<file path="src/rtl/xcfg_pkg.sv">
package xcfg_pkg;

  // Encoding of the requesting side; SIDE_NONE means no grant / no owner.
  typedef enum logic [1:0] {
    SIDE_NONE = 2'b00,
    SIDE_RX   = 2'b01,
    SIDE_TX   = 2'b10
  } side_e;

  // Index 0 of every per-side array is receive, index 1 is transmit.
  localparam int NUM_SIDES = 2;

endpackage

</file>
<file path="src/rtl/xcfg_req_qual.sv">
module xcfg_req_qual #(
  parameter int CHAN_W  = 2,
  parameter int CHAN_ID = 0
) (
  input  logic              en,
  input  logic [CHAN_W-1:0] chan,
  input  logic              wr,
  input  logic              rd,
  input  logic              blocked,
  output logic              req
);

  localparam logic [CHAN_W-1:0] CHAN_SEL = CHAN_W'(CHAN_ID);

  logic chan_hit;
  logic strobe;

  assign chan_hit = (chan == CHAN_SEL);
  assign strobe   = wr | rd;
  assign req      = en & chan_hit & strobe & ~blocked;

endmodule

</file>
<file path="src/rtl/xcfg_grant_fsm.sv">
module xcfg_grant_fsm
  import xcfg_pkg::*;
(
  input  logic                 clk,
  input  logic                 rst_n,
  input  logic [NUM_SIDES-1:0] req,
  input  logic [NUM_SIDES-1:0] active,
  input  logic [NUM_SIDES-1:0] dwait,
  output side_e                gnt,
  output side_e                last_side,
  output logic                 done
);

  side_e gnt_q, gnt_d;
  side_e last_q, last_d;
  logic  upd;

  // Next-state: pick a side from idle, hold until downstream accepts.
  always_comb begin
    gnt_d  = gnt_q;
    last_d = last_q;
    done   = 1'b0;
    unique case (gnt_q)
      SIDE_NONE: begin
        if (req[0] && req[1]) begin
          gnt_d = (last_q == SIDE_RX) ? SIDE_TX : SIDE_RX;
        end else if (req[0]) begin
          gnt_d = SIDE_RX;
        end else if (req[1]) begin
          gnt_d = SIDE_TX;
        end
      end
      SIDE_RX: begin
        if (!active[0]) begin
          gnt_d = SIDE_NONE;
        end else if (!dwait[0]) begin
          gnt_d  = SIDE_NONE;
          last_d = SIDE_RX;
          done   = 1'b1;
        end
      end
      SIDE_TX: begin
        if (!active[1]) begin
          gnt_d = SIDE_NONE;
        end else if (!dwait[1]) begin
          gnt_d  = SIDE_NONE;
          last_d = SIDE_TX;
          done   = 1'b1;
        end
      end
      default: gnt_d = SIDE_NONE;
    endcase
  end

  assign upd = (gnt_d != gnt_q) || (last_d != last_q);

  always_ff @(posedge clk or negedge rst_n) begin
    if (!rst_n) begin
      gnt_q  <= SIDE_NONE;
      last_q <= SIDE_TX;
    end else if (upd) begin
      gnt_q  <= gnt_d;
      last_q <= last_d;
    end
  end

  assign gnt       = gnt_q;
  assign last_side = last_q;

endmodule

</file>
<file path="src/rtl/xcfg_cal_owner.sv">
module xcfg_cal_owner
  import xcfg_pkg::*;
(
  input  logic                 clk,
  input  logic                 rst_n,
  input  logic                 done,
  input  logic                 done_is_wr,
  input  side_e                done_side,
  input  logic [NUM_SIDES-1:0] cal_in,
  output side_e                owner,
  output logic [NUM_SIDES-1:0] blocked,
  output logic [NUM_SIDES-1:0] cal_out
);

  side_e owner_q, owner_d;
  logic  own_en;
  logic  cal_any;

  assign cal_any = |cal_in;
  assign own_en  = done & done_is_wr;

  always_comb begin
    owner_d = owner_q;
    if (own_en) owner_d = done_side;
  end

  always_ff @(posedge clk or negedge rst_n) begin
    if (!rst_n) begin
      owner_q <= SIDE_NONE;
    end else if (own_en) begin
      owner_q <= owner_d;
    end
  end

  // Calibration of the owner keeps the other side off the port.
  assign blocked[0] = (owner_q == SIDE_TX) & cal_any;
  assign blocked[1] = (owner_q == SIDE_RX) & cal_any;

  always_comb begin
    unique case (owner_q)
      SIDE_RX: cal_out = {1'b0, cal_any};
      SIDE_TX: cal_out = {cal_any, 1'b0};
      default: cal_out = cal_in;
    endcase
  end

  assign owner = owner_q;

endmodule

</file>
<file path="src/rtl/xcfg_bus_mux.sv">
module xcfg_bus_mux
  import xcfg_pkg::*;
#(
  parameter int ADDR_W = 10,
  parameter int DATA_W = 32
) (
  input  side_e                gnt,
  input  logic [NUM_SIDES-1:0] up_wr,
  input  logic [NUM_SIDES-1:0] up_rd,
  input  logic [ADDR_W-1:0]    up_addr  [NUM_SIDES],
  input  logic [DATA_W-1:0]    up_wdata [NUM_SIDES],
  input  logic [NUM_SIDES-1:0] dwait,
  input  logic [DATA_W-1:0]    drdata   [NUM_SIDES],
  output logic                 phy_wr,
  output logic                 phy_rd,
  output logic [ADDR_W-1:0]    phy_addr,
  output logic [DATA_W-1:0]    phy_wdata,
  output logic [NUM_SIDES-1:0] up_wait,
  output logic [DATA_W-1:0]    up_rdata [NUM_SIDES]
);

  // Forward path: only the granted side reaches the downstream port.
  always_comb begin
    phy_wr    = 1'b0;
    phy_rd    = 1'b0;
    phy_addr  = '0;
    phy_wdata = '0;
    unique case (gnt)
      SIDE_RX: begin
        phy_wr    = up_wr[0];
        phy_rd    = up_rd[0];
        phy_addr  = up_addr[0];
        phy_wdata = up_wdata[0];
      end
      SIDE_TX: begin
        phy_wr    = up_wr[1];
        phy_rd    = up_rd[1];
        phy_addr  = up_addr[1];
        phy_wdata = up_wdata[1];
      end
      default: ;
    endcase
  end

  // Return path: each side gets its own downstream signals when granted.
  for (genvar i = 0; i < NUM_SIDES; i++) begin : g_ret
    localparam side_e SIDE = (i == 0) ? SIDE_RX : SIDE_TX;
    logic own;
    assign own         = (gnt == SIDE);
    assign up_wait[i]  = own ? dwait[i] : 1'b1;
    assign up_rdata[i] = own ? drdata[i] : '0;
  end

endmodule

</file>
<file path="src/rtl/xcvr_cfg_arbiter.sv">
module xcvr_cfg_arbiter
  import xcfg_pkg::*;
#(
  parameter int ADDR_W  = 10,
  parameter int DATA_W  = 32,
  parameter int CHAN_W  = 2,
  parameter int CHAN_ID = 0
) (
  input  logic              clk,
  input  logic              rst_n,
  input  logic              rx_en,
  input  logic [CHAN_W-1:0] rx_chan,
  input  logic              rx_wr,
  input  logic              rx_rd,
  input  logic [ADDR_W-1:0] rx_addr,
  input  logic [DATA_W-1:0] rx_wdata,
  output logic [DATA_W-1:0] rx_rdata,
  output logic              rx_wait,
  input  logic              tx_en,
  input  logic [CHAN_W-1:0] tx_chan,
  input  logic              tx_wr,
  input  logic              tx_rd,
  input  logic [ADDR_W-1:0] tx_addr,
  input  logic [DATA_W-1:0] tx_wdata,
  output logic [DATA_W-1:0] tx_rdata,
  output logic              tx_wait,
  output logic              phy_wr,
  output logic              phy_rd,
  output logic [ADDR_W-1:0] phy_addr,
  output logic [DATA_W-1:0] phy_wdata,
  input  logic [DATA_W-1:0] phy_rx_rdata,
  input  logic              phy_rx_wait,
  input  logic [DATA_W-1:0] phy_tx_rdata,
  input  logic              phy_tx_wait,
  input  logic              cal_rx_in,
  input  logic              cal_tx_in,
  output logic              cal_rx_out,
  output logic              cal_tx_out
);

  localparam int NS = NUM_SIDES;

  logic [NS-1:0]     s_en, s_wr, s_rd, s_active, s_req, s_blocked;
  logic [CHAN_W-1:0] s_chan   [NS];
  logic [ADDR_W-1:0] s_addr   [NS];
  logic [DATA_W-1:0] s_wdata  [NS];
  logic [DATA_W-1:0] s_drdata [NS];
  logic [DATA_W-1:0] s_urdata [NS];
  logic [NS-1:0]     s_dwait, s_uwait, s_cal_in, s_cal_out;

  side_e gnt, last_side, owner;
  logic  done;

  // Pack the two sides into per-side arrays (0 = receive, 1 = transmit).
  assign s_en     = {tx_en, rx_en};
  assign s_wr     = {tx_wr, rx_wr};
  assign s_rd     = {tx_rd, rx_rd};
  assign s_dwait  = {phy_tx_wait, phy_rx_wait};
  assign s_cal_in = {cal_tx_in, cal_rx_in};
  assign s_chan[0]   = rx_chan;
  assign s_chan[1]   = tx_chan;
  assign s_addr[0]   = rx_addr;
  assign s_addr[1]   = tx_addr;
  assign s_wdata[0]  = rx_wdata;
  assign s_wdata[1]  = tx_wdata;
  assign s_drdata[0] = phy_rx_rdata;
  assign s_drdata[1] = phy_tx_rdata;
  assign s_active    = s_wr | s_rd;

  for (genvar i = 0; i < NS; i++) begin : g_side
    xcfg_req_qual #(
      .CHAN_W (CHAN_W),
      .CHAN_ID(CHAN_ID)
    ) i_qual (
      .en     (s_en[i]),
      .chan   (s_chan[i]),
      .wr     (s_wr[i]),
      .rd     (s_rd[i]),
      .blocked(s_blocked[i]),
      .req    (s_req[i])
    );
  end

  xcfg_grant_fsm i_fsm (
    .clk      (clk),
    .rst_n    (rst_n),
    .req      (s_req),
    .active   (s_active),
    .dwait    (s_dwait),
    .gnt      (gnt),
    .last_side(last_side),
    .done     (done)
  );

  xcfg_cal_owner i_owner (
    .clk       (clk),
    .rst_n     (rst_n),
    .done      (done),
    .done_is_wr(phy_wr),
    .done_side (gnt),
    .cal_in    (s_cal_in),
    .owner     (owner),
    .blocked   (s_blocked),
    .cal_out   (s_cal_out)
  );

  xcfg_bus_mux #(
    .ADDR_W(ADDR_W),
    .DATA_W(DATA_W)
  ) i_mux (
    .gnt      (gnt),
    .up_wr    (s_wr),
    .up_rd    (s_rd),
    .up_addr  (s_addr),
    .up_wdata (s_wdata),
    .dwait    (s_dwait),
    .drdata   (s_drdata),
    .phy_wr   (phy_wr),
    .phy_rd   (phy_rd),
    .phy_addr (phy_addr),
    .phy_wdata(phy_wdata),
    .up_wait  (s_uwait),
    .up_rdata (s_urdata)
  );

  assign rx_wait    = s_uwait[0];
  assign tx_wait    = s_uwait[1];
  assign rx_rdata   = s_urdata[0];
  assign tx_rdata   = s_urdata[1];
  assign cal_rx_out = s_cal_out[0];
  assign cal_tx_out = s_cal_out[1];

endmodule

</file>
<file path="config.mk">
export PLATFORM = sky130hd
export DESIGN_NAME = xcvr_cfg_arbiter
export DESIGN_NICKNAME = d
export VERILOG_FILES = /design/src/rtl/xcfg_pkg.sv /design/src/rtl/xcfg_req_qual.sv /design/src/rtl/xcfg_grant_fsm.sv /design/src/rtl/xcfg_cal_owner.sv /design/src/rtl/xcfg_bus_mux.sv /design/src/rtl/xcvr_cfg_arbiter.sv
export SDC_FILE = /design/constraint.sdc
export NUM_CORES = 1
export LEC_CHECK = 0
export BUFFER_PORTS_ARGS = -buffer_cell sky130_fd_sc_hd__buf_2
export CAP_MARGIN = 0
export CORE_AREA = 3 3 106 108
export DETAILED_ROUTE_END_ITERATION = 10
export DIE_AREA = 0 0 109 111
export GPL_TIMING_DRIVEN = 0
export PLACE_DENSITY_LB_ADDON = 0.08
export SLEW_MARGIN = 25
export SYNTH_ARGS = -nofsm -noshare
export SYNTH_HDL_FRONTEND = slang
export SYNTH_SLANG_ARGS = --single-unit
export TNS_END_PERCENT = 10
</file>
<file path="constraint.sdc">
create_clock -name clk -period 6.5 [get_ports clk]
set_clock_uncertainty 0.2 [all_clocks]
set_input_delay 1.95 -clock clk [delete_from_list [all_inputs] [get_ports clk]]
set_output_delay 1.95 -clock clk [all_outputs]
set_load 0.01 [all_outputs]
</file>
### Yosys cells after proc, flatten, opt, wreduce, memory -nomap -nowiden

Index checks and enable logic that the tools add are counted.

| storage, ports and cells | value |
|---|---|
| flip-flop bits (word level) | 6 |
| input port bits | 164 |
| output and inout port bits | 112 |
| logic and storage cells | 58 |

| cells by class | value |
|---|---|
| eq/ne operators | 7 |
| muxes and demuxes | 28 |
| bitwise operators | 14 |
| reduce and logical (&&, ||, !) cells | 6 |

Operators with widths:

| operator | count |
|---|---|
| $mux 32 | 2 |
| $pmux 32 s2 | 1 |
| $mux 2 | 12 |
| $pmux 10 s2 | 1 |
| $and 1x1->1 | 9 |
| $pmux 2 s2 | 2 |
| $eq 2x1->1 const B | 3 |
| $logic_not 2->1 | 3 |
| $mux 1 | 6 |
| $pmux 1 s2 | 3 |
| $pmux 2 s3 | 1 |
| $eq 2x2->1 const B | 2 |
| $ne 2x2->1 | 2 |
| $not 1->1 | 2 |
| $or 1x1->1 | 2 |
| $or 2x2->2 | 1 |
| $reduce_or 2->1 | 1 |
| $logic_and 1x1->1 | 1 |
| $logic_or 1x1->1 | 1 |

### Depth between registers and ports, before layout

| depth | value |
|---|---|
| depth in word-level cells | 10 |
| mapped depth | 8 |
| mapped depth without buffers | 6 |

### Hierarchy

A second synthesis with hierarchy kept.

| unflattened totals | value |
|---|---|
| cells, all modules | 236 |
| area, all modules | 1,869.3 um^2 |

Modules (own cells, without submodules):

| module | instances | cells an instance | area an instance (um^2) | sequential area each (um^2) |
|---|---|---|---|---|
| xcfg_bus_mux | 1 | 179 | 1,310.0 | 0.0 |
| xcfg_grant_fsm | 1 | 36 | 337.8 | 101.3 |
| xcfg_cal_owner | 1 | 15 | 163.9 | 50.0 |
| xcfg_req_qual | 2 | 2 | 22.5 | 0.0 |
| xcvr_cfg_arbiter | 1 | 2 | 12.5 | 0.0 |

### Least setup slack after synthesis

Ideal clock, no wire load.

| timing | value |
|---|---|
| kind | input to output |
| from | in cal_tx_in |
| to | out cal_rx_out |
| arrival time | 2,294 ps |
| data required time | 4,350 ps |
| setup slack | 2,056 ps |
| cell stages on the path | 2 |
| buffers on the path | 0 |
| cells stage by stage | o21ai_1 > o21ai_0 |

| on the way | value |
|---|---|
| cells in the longest elaborated chain, start to end | 2 |

Ends and longest elaborated chain:

| item | RTL line | text |
|---|---|---|
| from (decl) | xcvr_cfg_arbiter.sv:36 | `input logic cal_tx_in,` |
| $reduce_or 2->1 | xcfg_cal_owner.sv:19 | `assign cal_any = \|cal_in;` |
| $pmux 2 s2 | xcfg_cal_owner.sv:40 | `unique case (owner_q)` |
| to (decl) | xcvr_cfg_arbiter.sv:37 | `output logic cal_rx_out,` |

No other way between the ends.

### Worst setup path after layout

| timing | value |
|---|---|
| from | in cal_rx_in |
| to | out cal_tx_out |

| on the way | value |
|---|---|
| cells in the longest elaborated chain, start to end | 2 |

Ends and longest elaborated chain:

| item | RTL line | text |
|---|---|---|
| from (decl) | xcvr_cfg_arbiter.sv:35 | `input logic cal_rx_in,` |
| $reduce_or 2->1 | xcfg_cal_owner.sv:19 |  |
| $pmux 2 s2 | xcfg_cal_owner.sv:40 |  |
| to (decl) | xcvr_cfg_arbiter.sv:38 | `output logic cal_tx_out` |

No other way between the ends.

==> impl_metrics.toml <==
[clock_network]
cts_setup_buffers = 0
ctsHtreeMaxLevel = 1
cts.clk_slew.worst_paths_ps = 30
cts_root_buf = "clkbuf_8"
clkSinkCount = 6
ctsResizeCount = 0
cts_buffers = 3
cts_tree = "yes"
clockBufferDepth = 2
worstSkewPairLatency_ps = 220
cts_hold_buf = 0

[route]
via_count = 2698
drtIter0Drc = 128
drc = 0
wire_per_inst_um = 14.3
drtAntennaViolNets = 0
routed_wl_mm = 9.24
viasPerCell = 4.17
drtPass1Iterations = 4

[global_routing]
grt_pass1_wl_mm = 13.2
grt_pass1_vias = 2645
grt_usage = 0.136
grt-ovfl-total = 0
grt_start_max_net_pins = 11
antenna_found_initial = 0

[cells_and_area]
fin_util = 0.310
final_cell_mix = "281 x buf_2, 64 x and2_1, 45 x a22oi_1, 45 x nor2b_1, 17 x clkbuf_1"
ff_latch_area_um2 = 151
mostFrequentLayoutCell = "buf_2"
num-nets-final = 682
fillers = 1181
drive_gt1_frac = 0.566
multi_input_area_um2 = 1340
final_area_um2 = 3200
syn_to_final_growth_pct = 98.8
diodes = 0

[sta]
worst_slew_pin_slew_ps = 467
fin_crit_ps = 4660
setup_violations = 0
slew_viol_final = 0
fin_setup_tns_ps = 0
rsz0062_at_grt = "false"
post-route-period-util = 0.717
hold_viol_final = 0
slew_headroom = 0.689
fmax_ghz = 0.215

[placed_design]
place_area_um2 = 3160
port_buffers = 275
gp_congestion = 0.691
dp_hpwl_mm = 8.06

[min_path]
min_path_type = "register to register"

[synthesis]
yosysWarnings = 0
synth_area_leader_cell = "and2_1"
yosysSeqAreaShare = 0.0940
synth_top_family_by_area = "simple AND/OR/NAND/NOR gates"
synthTopCellsByArea = "and2_1 25%, a22oi_1 21%, nor2b_1 17%, dfrtp_1 7.8%, ha_1 4.7%"
synth_ff_type = "dfrtp_1"
synth_cells = 232
synthXorXnorAreaFrac = 0
synth_simple_gate_area_frac = 0.478
synth-seq-cells = 6
synth_edf_count = 0
async_reset_ff_frac = 1.00
synth_fp_nets = 402
yosysTopAreaCellShare = 0.249
synth_area_um2 = 1610
synth_cell_type_count = 29
synth_compound_area_frac = 0.294
synthAdderAreaFrac = 0.0466
synth_mux_area_frac = 0.0124
post_synth.cell_area_avg_um2 = 6.94

[power]
power.density_nw_per_um2 = 299
p_leak_nw = 1.82
max-vdd-ir-drop_v = 0.0000824

[setup_path]
cp_common_cell = "buf_2"
startpoint_type = "primary input"
cpMaxStageDelayCell = "o22a_1"
crit_path_end_kind = "primary output"
required_ps = 4350
arrival_ps = 2510
crit_type = "primary input to primary output"
reg2reg_slack_ps = 4560
cp_cell_sequence = "buf_2 -> nor2b_1 -> o22a_1 -> buf_2"
critPathMaxStageDelay_ps = 180
path_max_fanout = 4

[flow_run]
drv_cap = 0

[die]
die-area_um2 = 12100
die_x_um = 109
fp-row-count = 37
fp.dieH_um = 111
start_util = 0.156
num_io_pins = 276
core_um2 = 10300

[outcome]
status = "complete, no violations"
## cell families (layout without fill, tap and decap cells)
logic type,Yosys count,after routing
adder cells (fa/ha/maj),6,6
flip-flops,6,6
AO/OA/AOI/OAI,65,65
AND/OR/NAND/NOR,123,123
buffers and inverters,30,309
multiplexers,2,2
## worst max-delay path: cells and delay by family
kind            cells  cell delay [ps]
buf+inv             2              260
compound gates      1              180
simple gates        1              130
## cell usage after synthesis (2+ instances only)
master and n:
nand2_1 3, dfrtp_1 5, buf_2 6, mux2i_1 2, and2_1 64, ha_1 6
nor2b_1 45, nor2_1 5, o21ai_0 2, clkbuf_1 16, a22oi_1 45, o21ai_1 3
a21oi_1 5, nand2b_1 3, inv_1 7, o211ai_1 2
## sequential cells by signal (all words and copies together), names as in the netlist
signal	flops
i_fsm.gnt	2
i_owner.owner	2
i_fsm.last_side	2
## power breakdown
part	switching [W]	internal [W]	leakage, nW
combinational	0.000465	0.000377	1.73
sequential	0.00000861	0.0000496	0.0700
clock	0.0000154	0.0000421	0.0228
total	0.000489	0.000469	1.82
## path summary, 6_finish.rpt
kind | end | from | depth (start not counted)
max | cal_tx_out | cal_rx_in | 4
min | i_fsm.last_side[1] | i_fsm.last_side[1] | 2
max reg2reg | i_fsm.last_side[0] | i_fsm.gnt[1] | 7
min reg2reg | i_fsm.last_side[1] | i_fsm.last_side[1] | 2
max in group asynchronous | i_fsm.last_side[1] | rst_n | 1
min in group asynchronous | i_owner.owner[0] | rst_n | 1
## layout make-up
| type | count | share of cell area |
|---|---|---|
| sequential | 6 | 0.0473 |
| inverter | 7 | 0.00821 |
| clock buffer | 4 | 0.0141 |
| tap | 136 | 0.0531 |
| timing repair buffer | 275 | 0.430 |
| multi-input combinational | 196 | 0.418 |
| buffer | 23 | 0.0293 |
## per-stage QoR
stage	cells	worst slack [ps]	hold WS [ps]	total power (W)
3_3_place_gp	643	1850	327	0.000916
6_report	647	1840	331	0.000957
4_1_cts	647	1840	335	0.000986
3_5_place_dp	643	1850	330	0.000922
5_1_grt	647	1780	392	0.00107
2_1_floorplan	232	2060	300	0.000585
## routing by layer
layer | global-route usage | vias to the layer above | wire length [um]
met5 | 0 | - | 0
met1 | 0.132 | 1154 | 3080
met2 | 0.290 | 180 | 5090
met3 | 0.0297 | 4 | 1020
met4 | 0.0135 | 0 | 42
li1 | - | 1360 | -
Note: power is estimated with default switching activity, not from simulation.
